<file path="src/rtl/xtu_pkg.sv">
package xtu_pkg;
  typedef enum logic [3:0] {
    OP_TAP, OP_TPA, OP_TAX, OP_TXA, OP_TSX, OP_TXS,
    OP_TSTA, OP_TSTX, OP_TSTM, OP_BAD
  } op_e;

  localparam logic [7:0] OPC_TAP  = 8'h84;
  localparam logic [7:0] OPC_TPA  = 8'h85;
  localparam logic [7:0] OPC_TAX  = 8'h97;
  localparam logic [7:0] OPC_TXA  = 8'h9F;
  localparam logic [7:0] OPC_TSX  = 8'h95;
  localparam logic [7:0] OPC_TXS  = 8'h94;
  localparam logic [7:0] OPC_TSTA = 8'h4D;
  localparam logic [7:0] OPC_TSTX = 8'h5D;
  localparam logic [7:0] OPC_TSTM = 8'h3D;

  localparam int CCR_V = 7;
  localparam int CCR_N = 2;
  localparam int CCR_Z = 1;
  localparam logic [7:0] CCR_FIXED = 8'h60;

  function automatic logic is_test(op_e op);
    return (op == OP_TSTA) || (op == OP_TSTX) || (op == OP_TSTM);
  endfunction
endpackage

</file>
<file path="src/rtl/xtu_decode.sv">
module xtu_decode
  import xtu_pkg::*;
#(
  parameter int CYC_W = 3
) (
  input  logic [7:0]       opcode_i,
  output op_e              op_o,
  output logic [CYC_W-1:0] cycles_o,
  output logic             illegal_o
);
  always_comb begin
    op_o     = OP_BAD;
    cycles_o = '0;
    unique case (opcode_i)
      OPC_TAP:  begin op_o = OP_TAP;  cycles_o = CYC_W'(1); end
      OPC_TPA:  begin op_o = OP_TPA;  cycles_o = CYC_W'(1); end
      OPC_TAX:  begin op_o = OP_TAX;  cycles_o = CYC_W'(1); end
      OPC_TXA:  begin op_o = OP_TXA;  cycles_o = CYC_W'(1); end
      OPC_TSX:  begin op_o = OP_TSX;  cycles_o = CYC_W'(2); end
      OPC_TXS:  begin op_o = OP_TXS;  cycles_o = CYC_W'(2); end
      OPC_TSTA: begin op_o = OP_TSTA; cycles_o = CYC_W'(1); end
      OPC_TSTX: begin op_o = OP_TSTX; cycles_o = CYC_W'(1); end
      OPC_TSTM: begin op_o = OP_TSTM; cycles_o = CYC_W'(4); end
      default:  begin op_o = OP_BAD;  cycles_o = '0; end
    endcase
    illegal_o = (op_o == OP_BAD);
  end
endmodule

</file>
<file path="src/rtl/xtu_index.sv">
module xtu_index #(
  parameter int PTR_W = 16
) (
  input  logic [PTR_W-1:0] sp_i,
  input  logic [PTR_W-1:0] hx_i,
  output logic [PTR_W-1:0] sp_to_hx_o,
  output logic [PTR_W-1:0] hx_to_sp_o
);
  // modulo 2^PTR_W by truncation
  assign sp_to_hx_o = sp_i + PTR_W'(1);
  assign hx_to_sp_o = hx_i - PTR_W'(1);
endmodule

</file>
<file path="src/rtl/xtu_flags.sv">
module xtu_flags
  import xtu_pkg::*;
#(
  parameter int DATA_W = 8
) (
  input  op_e               op_i,
  input  logic [DATA_W-1:0] acc_i,
  input  logic [DATA_W-1:0] idx_lo_i,
  input  logic [DATA_W-1:0] mem_i,
  input  logic [DATA_W-1:0] ccr_i,
  output logic [DATA_W-1:0] ccr_o
);
  logic [DATA_W-1:0] operand;

  always_comb begin
    unique case (op_i)
      OP_TSTA: operand = acc_i;
      OP_TSTX: operand = idx_lo_i;
      default: operand = mem_i;
    endcase
  end

  always_comb begin
    ccr_o = ccr_i;
    if (op_i == OP_TAP) begin
      ccr_o = acc_i | DATA_W'(CCR_FIXED);
    end else if (is_test(op_i)) begin
      ccr_o[CCR_V] = 1'b0;
      ccr_o[CCR_N] = operand[DATA_W-1];
      ccr_o[CCR_Z] = (operand == '0);
    end
  end
endmodule

</file>
<file path="src/rtl/xfer_test_unit.sv">
module xfer_test_unit
  import xtu_pkg::*;
#(
  parameter int DATA_W = 8,
  parameter int CYC_W  = 3
) (
  input  logic                clk_i,
  input  logic                rst_ni,
  input  logic                start_i,
  input  logic [7:0]          opcode_i,
  input  logic [DATA_W-1:0]   acc_i,
  input  logic [DATA_W-1:0]   idx_lo_i,
  input  logic [DATA_W-1:0]   idx_hi_i,
  input  logic [2*DATA_W-1:0] sp_i,
  input  logic [DATA_W-1:0]   ccr_i,
  input  logic [DATA_W-1:0]   mem_i,
  output logic                done_o,
  output logic                illegal_o,
  output logic [DATA_W-1:0]   acc_o,
  output logic [DATA_W-1:0]   idx_lo_o,
  output logic [DATA_W-1:0]   idx_hi_o,
  output logic [2*DATA_W-1:0] sp_o,
  output logic [DATA_W-1:0]   ccr_o,
  output logic [CYC_W-1:0]    cycles_o
);
  localparam int PTR_W = 2 * DATA_W;

  op_e              op;
  logic [CYC_W-1:0] dec_cycles;
  logic             dec_illegal;
  logic [PTR_W-1:0] sp_to_hx, hx_to_sp;
  logic [DATA_W-1:0] ccr_nxt, acc_nxt, lo_nxt, hi_nxt;
  logic [PTR_W-1:0] sp_nxt;

  xtu_decode #(.CYC_W(CYC_W)) u_decode (
    .opcode_i (opcode_i),
    .op_o     (op),
    .cycles_o (dec_cycles),
    .illegal_o(dec_illegal)
  );

  xtu_index #(.PTR_W(PTR_W)) u_index (
    .sp_i      (sp_i),
    .hx_i      ({idx_hi_i, idx_lo_i}),
    .sp_to_hx_o(sp_to_hx),
    .hx_to_sp_o(hx_to_sp)
  );

  xtu_flags #(.DATA_W(DATA_W)) u_flags (
    .op_i    (op),
    .acc_i   (acc_i),
    .idx_lo_i(idx_lo_i),
    .mem_i   (mem_i),
    .ccr_i   (ccr_i),
    .ccr_o   (ccr_nxt)
  );

  always_comb begin
    acc_nxt = acc_i;
    lo_nxt  = idx_lo_i;
    hi_nxt  = idx_hi_i;
    sp_nxt  = sp_i;
    unique case (op)
      OP_TPA:  acc_nxt = ccr_i;
      OP_TAX:  lo_nxt  = acc_i;
      OP_TXA:  acc_nxt = idx_lo_i;
      OP_TSX:  {hi_nxt, lo_nxt} = sp_to_hx;
      OP_TXS:  sp_nxt = hx_to_sp;
      default: ;
    endcase
  end

  always_ff @(posedge clk_i or negedge rst_ni) begin
    if (!rst_ni) begin
      done_o    <= 1'b0;
      illegal_o <= 1'b0;
      acc_o     <= '0;
      idx_lo_o  <= '0;
      idx_hi_o  <= '0;
      sp_o      <= '0;
      ccr_o     <= '0;
      cycles_o  <= '0;
    end else begin
      done_o    <= start_i;
      illegal_o <= start_i && dec_illegal;
      if (start_i) begin
        acc_o    <= acc_nxt;
        idx_lo_o <= lo_nxt;
        idx_hi_o <= hi_nxt;
        sp_o     <= sp_nxt;
        ccr_o    <= ccr_nxt;
        cycles_o <= dec_cycles;
      end
    end
  end

  assert_done_after_start_R2: assert property (@(posedge clk_i) disable iff (!rst_ni)
    start_i |=> done_o);
  assert_no_spurious_done_R2: assert property (@(posedge clk_i) disable iff (!rst_ni)
    !start_i |=> !done_o && $stable(acc_o) && $stable(sp_o) && $stable(ccr_o));
  assert_illegal_with_done_R10: assert property (@(posedge clk_i) disable iff (!rst_ni)
    illegal_o |-> done_o && cycles_o == '0);
  assert_illegal_keeps_regs_R10: assert property (@(posedge clk_i) disable iff (!rst_ni)
    (start_i && dec_illegal) |=> acc_o == $past(acc_i) && sp_o == $past(sp_i)
      && ccr_o == $past(ccr_i) && idx_lo_o == $past(idx_lo_i));
  assert_tsx_offset_R6: assert property (@(posedge clk_i) disable iff (!rst_ni)
    (start_i && opcode_i == OPC_TSX) |=> {idx_hi_o, idx_lo_o} == $past(sp_i) + PTR_W'(1));
  assert_txs_offset_R7: assert property (@(posedge clk_i) disable iff (!rst_ni)
    (start_i && opcode_i == OPC_TXS) |=> sp_o == $past({idx_hi_i, idx_lo_i}) - PTR_W'(1));
  assert_test_clears_v_R8: assert property (@(posedge clk_i) disable iff (!rst_ni)
    (start_i && (opcode_i == OPC_TSTA || opcode_i == OPC_TSTX || opcode_i == OPC_TSTM))
      |=> !ccr_o[CCR_V] && acc_o == $past(acc_i));
endmodule

</file>
<file path="config.mk">
export PLATFORM = sky130hd
export DESIGN_NAME = xfer_test_unit
export DESIGN_NICKNAME = d
export VERILOG_FILES = /design/src/rtl/xtu_pkg.sv /design/src/rtl/xtu_decode.sv /design/src/rtl/xtu_index.sv /design/src/rtl/xtu_flags.sv /design/src/rtl/xfer_test_unit.sv
export SDC_FILE = /design/constraint.sdc
export NUM_CORES = 1
export LEC_CHECK = 0
export ABC_AREA = 1
export BUFFER_PORTS_ARGS = -buffer_cell sky130_fd_sc_hd__buf_2
export CORE_UTILIZATION = 30
export CTS_CLUSTER_DIAMETER = 60
export CTS_CLUSTER_SIZE = 24
export DETAILED_ROUTE_END_ITERATION = 7
export GPL_TIMING_DRIVEN = 1
export PLACE_DENSITY_LB_ADDON = 0.25
export SLEW_MARGIN = 25
export SYNTH_ARGS = -nofsm -noshare
export SYNTH_HDL_FRONTEND = slang
export SYNTH_SLANG_ARGS = --single-unit
</file>
<file path="constraint.sdc">
create_clock -name clk_i -period 1.6 [get_ports clk_i]
set_input_delay 0.16 -clock clk_i [delete_from_list [all_inputs] [get_ports clk_i]]
set_output_delay 0.16 -clock clk_i [all_outputs]
set_load 0.01 [all_outputs]
</file>
### Word level (Yosys, flattened, before mapping)

Cells that the tools add are included.

| word-level totals | value |
|---|---|
| word-level logic and storage cells | 48 |
| input bits | 67 |
| register bits | 53 |
| output and inout port bits | 53 |

| cells by class | value |
|---|---|
| add/subtract/negate cells | 2 |
| mux-type cells | 13 |
| equal/unequal tests | 18 |
| reduce and logical (&&, ||, !) cells | 7 |

Operators with widths:

| kind | number |
|---|---|
| == test 8 bit (second input constant) | 6 |
| case mux 8 bit (2 select lines) | 3 |
| case mux 4 bit (9 select lines) | 1 |
| adder 16 x 1 -> 16 bit (second input constant) | 1 |
| == test 4 x 3 -> 1 bit (second input constant) | 4 |
| == test 8 x 7 -> 1 bit (second input constant) | 2 |
| 2-to-1 mux 16 bit | 1 |
| subtractor 16 x 1 -> 16 bit (second input constant) | 1 |
| case mux 3 bit (3 select lines) | 1 |
| == test 4 x 2 -> 1 bit (second input constant) | 2 |
| == test 4 bit (second input constant) | 2 |
| == test 8 x 6 -> 1 bit (second input constant) | 1 |
| logical NOT 8 bit | 1 |
| 2-to-1 mux 8 bit | 1 |
| OR reduction 6 bit | 1 |
| == test 4 x 1 -> 1 bit (second input constant) | 1 |
| logical NOT 4 bit | 1 |
| 2-to-1 mux 2 bit | 2 |
| 2-to-1 mux 4 bit | 1 |
| 2-to-1 mux 1 bit | 3 |
| logical OR 1 bit | 2 |
| OR reduction 2 bit | 1 |
| logical AND 1 bit | 1 |

### Logic depth before layout (Yosys ltp)

Gate-level depths: netlist (run 1).

| depth | value |
|---|---|
| depth in word-level cells | 7 |
| depth in mapped cells | 12 |

### Modules after synthesis

Synthesis (run 1) repeated with hierarchy kept, for this count alone.

| second synthesis, totals | value |
|---|---|
| cell total of the unflattened synthesis | 607 |
| area, all modules | 4093.9 sq um |

Modules (own cells, without submodules):

| module | area each (sq um) | seq. area each (sq um) | cells each | times used |
|---|---|---|---|---|
| xfer_test_unit | 2741.4 | 1326.3 | 340 | 1 |
| xtu_index | 782.0 | 0.0 | 155 | 1 |
| xtu_flags | 296.5 | 0.0 | 60 | 1 |
| xtu_decode | 274.0 | 0.0 | 52 | 1 |

### Worst setup path after synthesis (run 1)

Ideal clock, no wire load.

| timing path | value |
|---|---|
| path type | input-to-reg |
| start point | in idx_lo_i[0] |
| end point | reg sp_o[14] |
| setup slack | 0.320 ns |
| library setup time | 0.120 ns |
| stages | 9 |
| buffers on the path | 0 |
| data arrival time | 1.159 ns |
| cells stage by stage | inv_1 -> ha_1 -> nand2_1 -> nor2_1 -> nand4_1 -> nand2_1 -> nand2_1 -> o21ai_1 -> nand2_1 |

| on the way | value |
|---|---|
| word-level cells in the longest chain between the ends | 2 |

RTL lines:

| item | line | text |
|---|---|---|
| start, declared | xfer_test_unit.sv:12 | `input logic [DATA_W-1:0] idx_lo_i,` |
| subtractor 16 x 1 -> 16 bit | xtu_index.sv:11 | `assign hx_to_sp_o = hx_i - PTR_W'(1);` |
| 2-to-1 mux 16 bit | xfer_test_unit.sv:63 | `unique case (op)` |
| end signal, assigned | xfer_test_unit.sv:90 | `sp_o <= sp_nxt;` |
| end, declared | xfer_test_unit.sv:22 | `output logic [2*DATA_W-1:0] sp_o,` |

Every way passes these cells.
A chain may end at the register's enable or synchronous reset.

### Worst setup path in the final report (run 1)

| timing path | value |
|---|---|
| start point | in opcode_i[3] |
| end point | reg idx_lo_o[0] |

| on the way | value |
|---|---|
| word-level cells in the longest chain between the ends | 4 |
| elaborated cells on any way between the ends | 13 |
| those cells by class | 11 x eq/ne; 2 x mux |

RTL lines:

| item | line | text |
|---|---|---|
| start, declared | xfer_test_unit.sv:10 | `input logic [7:0] opcode_i,` |
| == test 8 x 6 -> 1 bit (tied with other cells) | xtu_decode.sv:14 | `unique case (opcode_i)` |
| case mux 4 bit (9 select lines) * | xtu_decode.sv:14 |  |
| == test 4 x 3 -> 1 bit / == test 4 x 2 -> 1 bit (equally long branches) | xfer_test_unit.sv:63 |  |
| case mux 8 bit (2 select lines) * | xfer_test_unit.sv:63 |  |
| end signal, assigned | xfer_test_unit.sv:88 | `idx_lo_o <= lo_nxt;` |
| end, declared | xfer_test_unit.sv:20 | `output logic [DATA_W-1:0] idx_lo_o,` |

Mark *: on every way between the ends. The rest lies on a longest branch, timed or not.

==> impl_results.md, run 1 <==
- Area grow syn2layout: 27.0%
- Starting Density: between 30% and 40%
- CTS tree: done
- Vias in the first global route: roughly 3,900
- Failing checks: DRC
- Met2 wire length: about 5600 um
- TritonRoute pass-1 iters: 7
- Final GP Congestion: 0.856
- # IOs: 120
- Die Y: 112 um
- Pleak: between 0.002 and 0.0025 uW
- RSZ-0062 raised after global routing: false
- Hold Path Class: in2reg
- Post-Syn Instances: 545
- Yosys cell types: 35
- Synth top area share: a little under two fifths
- Syn avg cell area: 6.61 um^2
- Net Sw Power: about 1100 uW
- M1 wire length: between 5000 and 6000 um
- Critical path startpoint category: input pin
- Logic pwr share: between 20% and 30%
- DIE WIDTH: around 110 um
- First-pass GRT wire length: slightly above 20,000 um
- Synthesized flop and latch total: 53
- WL/cell: 15.5 um
- Min Hold Slack: between 0.1 and 0.15 ns
- CP max-delay cell: nand2_2
- Placeable Area: between 10,000 and 15,000 um^2
- Number of max-cap violations: 0
- Top cells by area, synth: dfrtp_1, nand2_1, nor2_1
- CTS Buf Count: 5
- Min Clock Period, post-route: between 1 and 1.5 ns
- Total global routing overflow: 0
- HPWL Detailed: between 9000 and 10,000 um
- Die area: around 12,000 um^2
- Htree depth: 2
- Worst-skew pair later-pin latency: a little over 0.3 ns
- Sw Ratio: between 30 and 40%
- Critical path endpoint category: flip-flop
- Via count: 4,019
- Largest stage delay, worst path: between 0.2 and 0.25 ns
- Register area share after synthesis: between 30% and 40%
- Final WL: 12,600 um
- Worst Skew: 0 ns
- Cell area after synthesis: between 3000 and 4000 um^2
- Syn nets: a little over 600
- Yosys warning total: 0
- Flop pwr share: between 40% and 50%
- Most used cell, CP: nor2_1
- Relative slew slack: between 60% and 70%
- Post-route ant nets: 0
- Number of clock sinks: 53
- Worst Tran Pin Value: approximately 0.5 ns
- Clock share of power: 33.9%
- Uppermost layer routed: met4
- Largest net degree at the start of global routing: 54
- Initial antenna violation count: 0
- Worst VDD drop: 0.398 mV
- Fraction of layout cells with a size suffix above 1: between 20% and 30%
- R2R setup slack: around 0.88 ns
- Rows: 39
- Setup CP Type: in2reg
- CP Data Arrival Time: 1.43 ns
- Clock transition at path regs: 0.08 ns
- Int Power: approximately 2300 uW
- P per Cell Area: around 750 nW/um^2
- Status: finished, violations left
- Critical-path maximum fanout: 12
- Setup_tns: 0 ns
- Crit share post-route: 77.3%
- Root Buffer: clkbuf_16
- Final setup violation count: 0
- Ant diodes: 0
- Max Root-Sink Buffers: 2
- Cell taking the most area after synthesis: dfrtp_1
- Fin util: between 30% and 40%
- Fillers: between 1,000 and 1,500
- Final number of hold-violating endpoints: 0
- Critical Path, Cell by Cell: buf_2 -> nor2_1 -> inv_1 -> nor2_1 -> nand2_2 -> nand2_1 -> nor2_1 -> o21ai_0 -> nand2_1
- FMAX: approximately 810 MHz
- GRT Total Usage: 21.0%
- Metal3 WL: ~810 um
- Final nets: 738
- Port Buf Inserts: 119
- CP required: between 1.5 and 2 ns
- Fin. max-slew vios: 0
- Via density: ~4.9
- Drt first-iter violations: ~300
- # DRC: 7
placed cells by master (no fill, tap or decap), types with 9 or more instances in the layout:
cell type	Yosys	final
a21oi_1	18	18
buf_2	1	119
buf_4	2	13
dfrtp_1	53	53
inv_1	55	55
nand2_1	155	155
nand3_1	43	43
nand4_1	10	10
nor2_1	83	83
nor3_1	9	9
o21ai_0	43	43
o21ai_1	9	9
metrics by stage:
step / total power [uW] / setup WS [ns] / cells / area (um^2)
detailed placement: 2280 / 0.0722 / 804 / 4420
floorplan: 1890 / 0.320 / 545 / 3600
global route: 3590 / 0.164 / 813 / 4570
CTS: 3450 / 0.390 / 813 / 4570
global placement: 2280 / 0.133 / 804 / 4420
finish: 3420 / 0.364 / 813 / 4570
critical path: cells and delay by family:
| family | cells | cell delay [ns] |
|---|---|---|
| AOI/OAI and AO/OA | 1 | 0.17 |
| buffers and inverters | 2 | 0.21 |
| and+or+nand+nor | 6 | 0.91 |
cell families (layout without fill, tap and decap cells):
logic type | count (synthesis) | count (layout) | synth area share (%)
buffers and inverters | 79 | 204 | 9.55
adders and majority gates | 2 | 2 | 0.695
DFF | 53 | 53 | 36.8
and+or+nand+nor | 316 | 316 | 37.8
AOI/OAI and AO/OA | 87 | 87 | 13.2
xor gates and xnor gates | 8 | 8 | 1.95
flip-flops by register name, indices dropped and copies added (netlist names):
signal     cells
sp_o          16
acc_o          8
ccr_o          8
idx_hi_o       8
idx_lo_o       8
cycles_o       3
done_o         1
illegal_o      1
path summary, 6_finish.rpt:
kind,startpoint,end,cells past startpoint
min in group asynchronous,rst_ni,illegal_o,3
worst max-delay path,opcode_i[3],idx_lo_o[0],9
max in group asynchronous,rst_ni,sp_o[13],3
worst max register to register,idx_lo_o[5],idx_lo_o[5],3
worst min-delay path,ccr_i[0],acc_o[0],3
worst min register to register,sp_o[5],sp_o[5],2
synth_stat cells (all sizes together):
cell,count
buf,9
nor3,9
and2,1
nand3,44
o211ai,6
xnor2,2
a21oi,19
o21ai,52
o22ai,4
clkinv,1
a41oi,3
o21bai,1
xor2,6
clkbuf,10
a31oi,2
ha,2
nor3b,2
nand4,10
inv,59
nor2,88
dfrtp,53
nand2,162
what timing repair did:
item / CTS / global route
hold endpoints to repair: 53 / 0
hold buffers: 1 / 0
gates resized for setup: 0 / 0
setup buffers: 0 / 0
power by group through the flow:
stage | Combinational [uW] | Clock, uW | Sequential, uW
2_1_floorplan | 294 | 0 | 1590
3_3_place_gp | 733 | 0 | 1540
3_5_place_dp | 740 | 0 | 1540
4_1_cts | 745 | 1180 | 1520
5_1_grt | 829 | 1230 | 1530
6_report | 741 | 1160 | 1520
per-layer routing:
metal | GRT usage, % | vias up
met2 | 32.9 | 137
met1 | 28.3 | 1856
li1 | - | 2007
met5 | 0 | -
met3 | 4.19 | 19
met4 | 8.29 | 0
cell type report:
type / instances / area [um^2] / area share, %
Clock buffer: 5 / 125 / 2.74
Clock inverter: 3 / 21.3 / 0.465
Sequential cell: 53 / 1330 / 29.0
Inverter: 60 / 226 / 4.95
Multi-Input combinational cell: 413 / 1930 / 42.2
Timing Repair Buffer: 136 / 763 / 16.7
Tap cell: 143 / 179 / 3.91
Note: power is estimated with default switching activity, not from simulation.
==> run 2, diff against run 1 <==
==> constraint.sdc (replaced) <==
create_clock -name clk_i -period 1.15 [get_ports clk_i]
set_input_delay 0.115 -clock clk_i [delete_from_list [all_inputs] [get_ports clk_i]]
set_output_delay 0.115 -clock clk_i [all_outputs]
set_load 0.01 [all_outputs]
==> run 2 against run 1 <==
  * The run still ends with DRC left
  * Final cell count grew 9.1%
  * Design area grew 15%
  * Combinational power grew 59%
  * Power grew 44%
  * Die area is the same
  * Sequential power grew 39%
  * Critical endpoint is now sp_o[11]
==> impl_results.md, run 2 (synthesis results as in run 1) <==
- Status: finished, violations left
- Failing checks: DRC
- Via count: 4,298 (+6.9%)
- Die Y: 112 um (unchanged)
- Worst VDD drop: 0.501 mV (+26%)
- Port Buf Inserts: 119 (unchanged)
- # IOs: 120 (unchanged)
- Fin. max-slew vios: 0 (unchanged)
- HPWL Detailed: 10,400 um (+7.1%)
- Critical Path, Cell by Cell: buf_2 -> inv_1 -> nand2_2 -> nor2_8 -> nand2_4 -> nor2_4 -> buf_6 -> clkbuf_16 -> nand3_1 -> nand2_1 -> nand2_1
- Post-route ant nets: 0 (unchanged)
- Fraction of layout cells with a size suffix above 1: 34.1% (+9.8 points)
- DIE WIDTH: 112 um (unchanged)
- Most common cell after layout, fill and taps aside: nand2_1
- CTS Buf Count: 5 (unchanged)
- Crit share post-route: 95.7%
- Root Buffer: clkbuf_16
- Area grow syn2layout: 45.8%
- Via density: 4.85 (-2.0%)
- Total global routing overflow: 0 (unchanged)
- Sequential Area: 1330 um^2 (unchanged)
- Clock transition at path regs: 0.08 ns (about the same)
- Setup CP Type: in2reg
- Initial antenna violation count: 0 (unchanged)
- Ant diodes: 0 (unchanged)
- CTS tree: done
- Critical path endpoint category: flip-flop
- Worst Skew: 0 ns (unchanged)
- Final setup violation count: 0 (unchanged)
- Starting Density: 31.1% (unchanged)
- Fin util: 45.4% (+5.9 points)
- WL/cell: 15.2 um (-2.3%)
- Final number of hold-violating endpoints: 0 (unchanged)
- Hold Path Class: in2reg
- Max Root-Sink Buffers: 2 (unchanged)
- Largest net degree at the start of global routing: 54 (unchanged)
- Htree depth: 2 (unchanged)
- Vias in the first global route: 4,197 (+8.5%)
- Critical path startpoint category: input pin
- Number of max-cap violations: 0 (unchanged)
- Final nets: 812 (+10%)
- Pleak: 0.00281 uW (+16%)
- Reg with most FFs: sp_o
- Largest register FFs: 16 (unchanged)
- Final GP Congestion: 0.874 (+2.2%)
- Most used cell, CP: nand2_1
- Number of clock sinks: 53 (unchanged)
- Largest stage delay, worst path: 0.15 ns (-0.07 ns)
- Rows: 39 (unchanged)
- Final WL: 13,500 um (+6.6%)
- Worst Tran Pin Value: 0.348 ns (-0.163 ns)
- Fillers: 1,192 (-6.9%)
- Most frequent cells in the layout: nand2_1, buf_2, buf_4, nor2_1, dfrtp_1
- DP Area: 4970 um^2 (+12%)
- Design area: 5250 um^2 (+15%)
- GRT Total Usage: 22.1% (+1.1 points)
- Worst-skew pair later-pin latency: 0.30 ns (about the same)
- # DRC: 8 (+1)
- Multi-input gate area: 1980 um^2 (+2.6%)
- Critical-path maximum fanout: 10 (-2)
- CP max-delay cell: nor2_8
- CP required: 1.35 ns (-0.45 ns)
- CP Data Arrival Time: 1.30 ns (-0.13 ns)
- Die area: 12,500 um^2 (unchanged)
- First-pass GRT wire length: 21,600 um (+6.4%)
- Placeable Area: 11,600 um^2 (unchanged)
- TritonRoute pass-1 iters: 7 (unchanged)
- Relative slew slack: 76.6% (+11 points)
- Min Clock Period, post-route: ~1.1 ns
- P per Cell Area: 936 nW/um^2 (+25%)
- Drt first-iter violations: 368 (+23%)
- FMAX: between 900 and 1000 MHz
==> run 2: changes by cell type in the layout (fill, tap and decap cells not counted), sizes merged <==
cell	delta
clkinvlp	-1
clkbuf	+2
inv	+1
buf	+72
==> run 2: layer usage <==
layer  vias up  GRT usage, %  wire length (um)
met4         0          7.03               261
li1       2151             -                 -
met1      1979          30.7              6160
met3        18          3.32               903
met5         -             0                 0
met2       150          35.2              6150
==> run 2: area by class of cell <==
type	count	area share, %
clock inverter	3	0.500
inverter	60	4.34
tap	143	3.41
timing repair buffer	210	26.4
multi-input combinational	413	37.7
sequential	53	25.3
clock buffer	5	2.38
==> run 2: metrics by stage <==
stage / cells / hold slack [ns] / worst slack, ns / power, uW / setup TNS (ns)
detailed placement: 873 / 0.142 / -0.461 / 3320 / -8.40
floorplan: 545 / -0.181 / 0.000769 / 2630 / 0
finish: 887 / 0.0391 / 0.0490 / 4920 / 0
CTS: 882 / 0.0411 / 0.0124 / 4950 / 0
global route: 887 / 0.0361 / -0.0140 / 5180 / -0.0204
global placement: 873 / 0.137 / -0.447 / 3300 / -7.41
==> run 2: what timing repair did <==
item,in CTS,in global routing
resized for setup,2,19
gates cloned,0,2
hold buffers,1,0
buffers inserted,0,4
pin swaps,0,6
setup endpoints to repair,1,20
endpoints found under the hold margin,53,0
==> run 2: worst paths after layout <==
kind	to	from	slack [ns]	depth (start not counted)
min in group asynchronous	cycles_o[0]	rst_ni	0.33	3
min	done_o	start_i	0.04	1
max reg2reg	idx_lo_o[5]	idx_lo_o[5]	0.43	3
min reg2reg	sp_o[5]	sp_o[5]	0.48	2
max	sp_o[11]	opcode_i[6]	0.05	11
max in group asynchronous	idx_hi_o[2]	rst_ni	0.56	3
==> run 2: power breakdown <==
group	switching [uW]	internal (uW)	leakage, uW
clock	795	826	0.0000744
combinational	671	507	0.00210
sequential	95.4	2020	0.000634
==> run 2: worst max-delay path, delay by kind of cell <==
kind | cells | cell delay [ns]
and+or+nand+nor | 7 | 0.70
buffers and inverters | 4 | 0.48
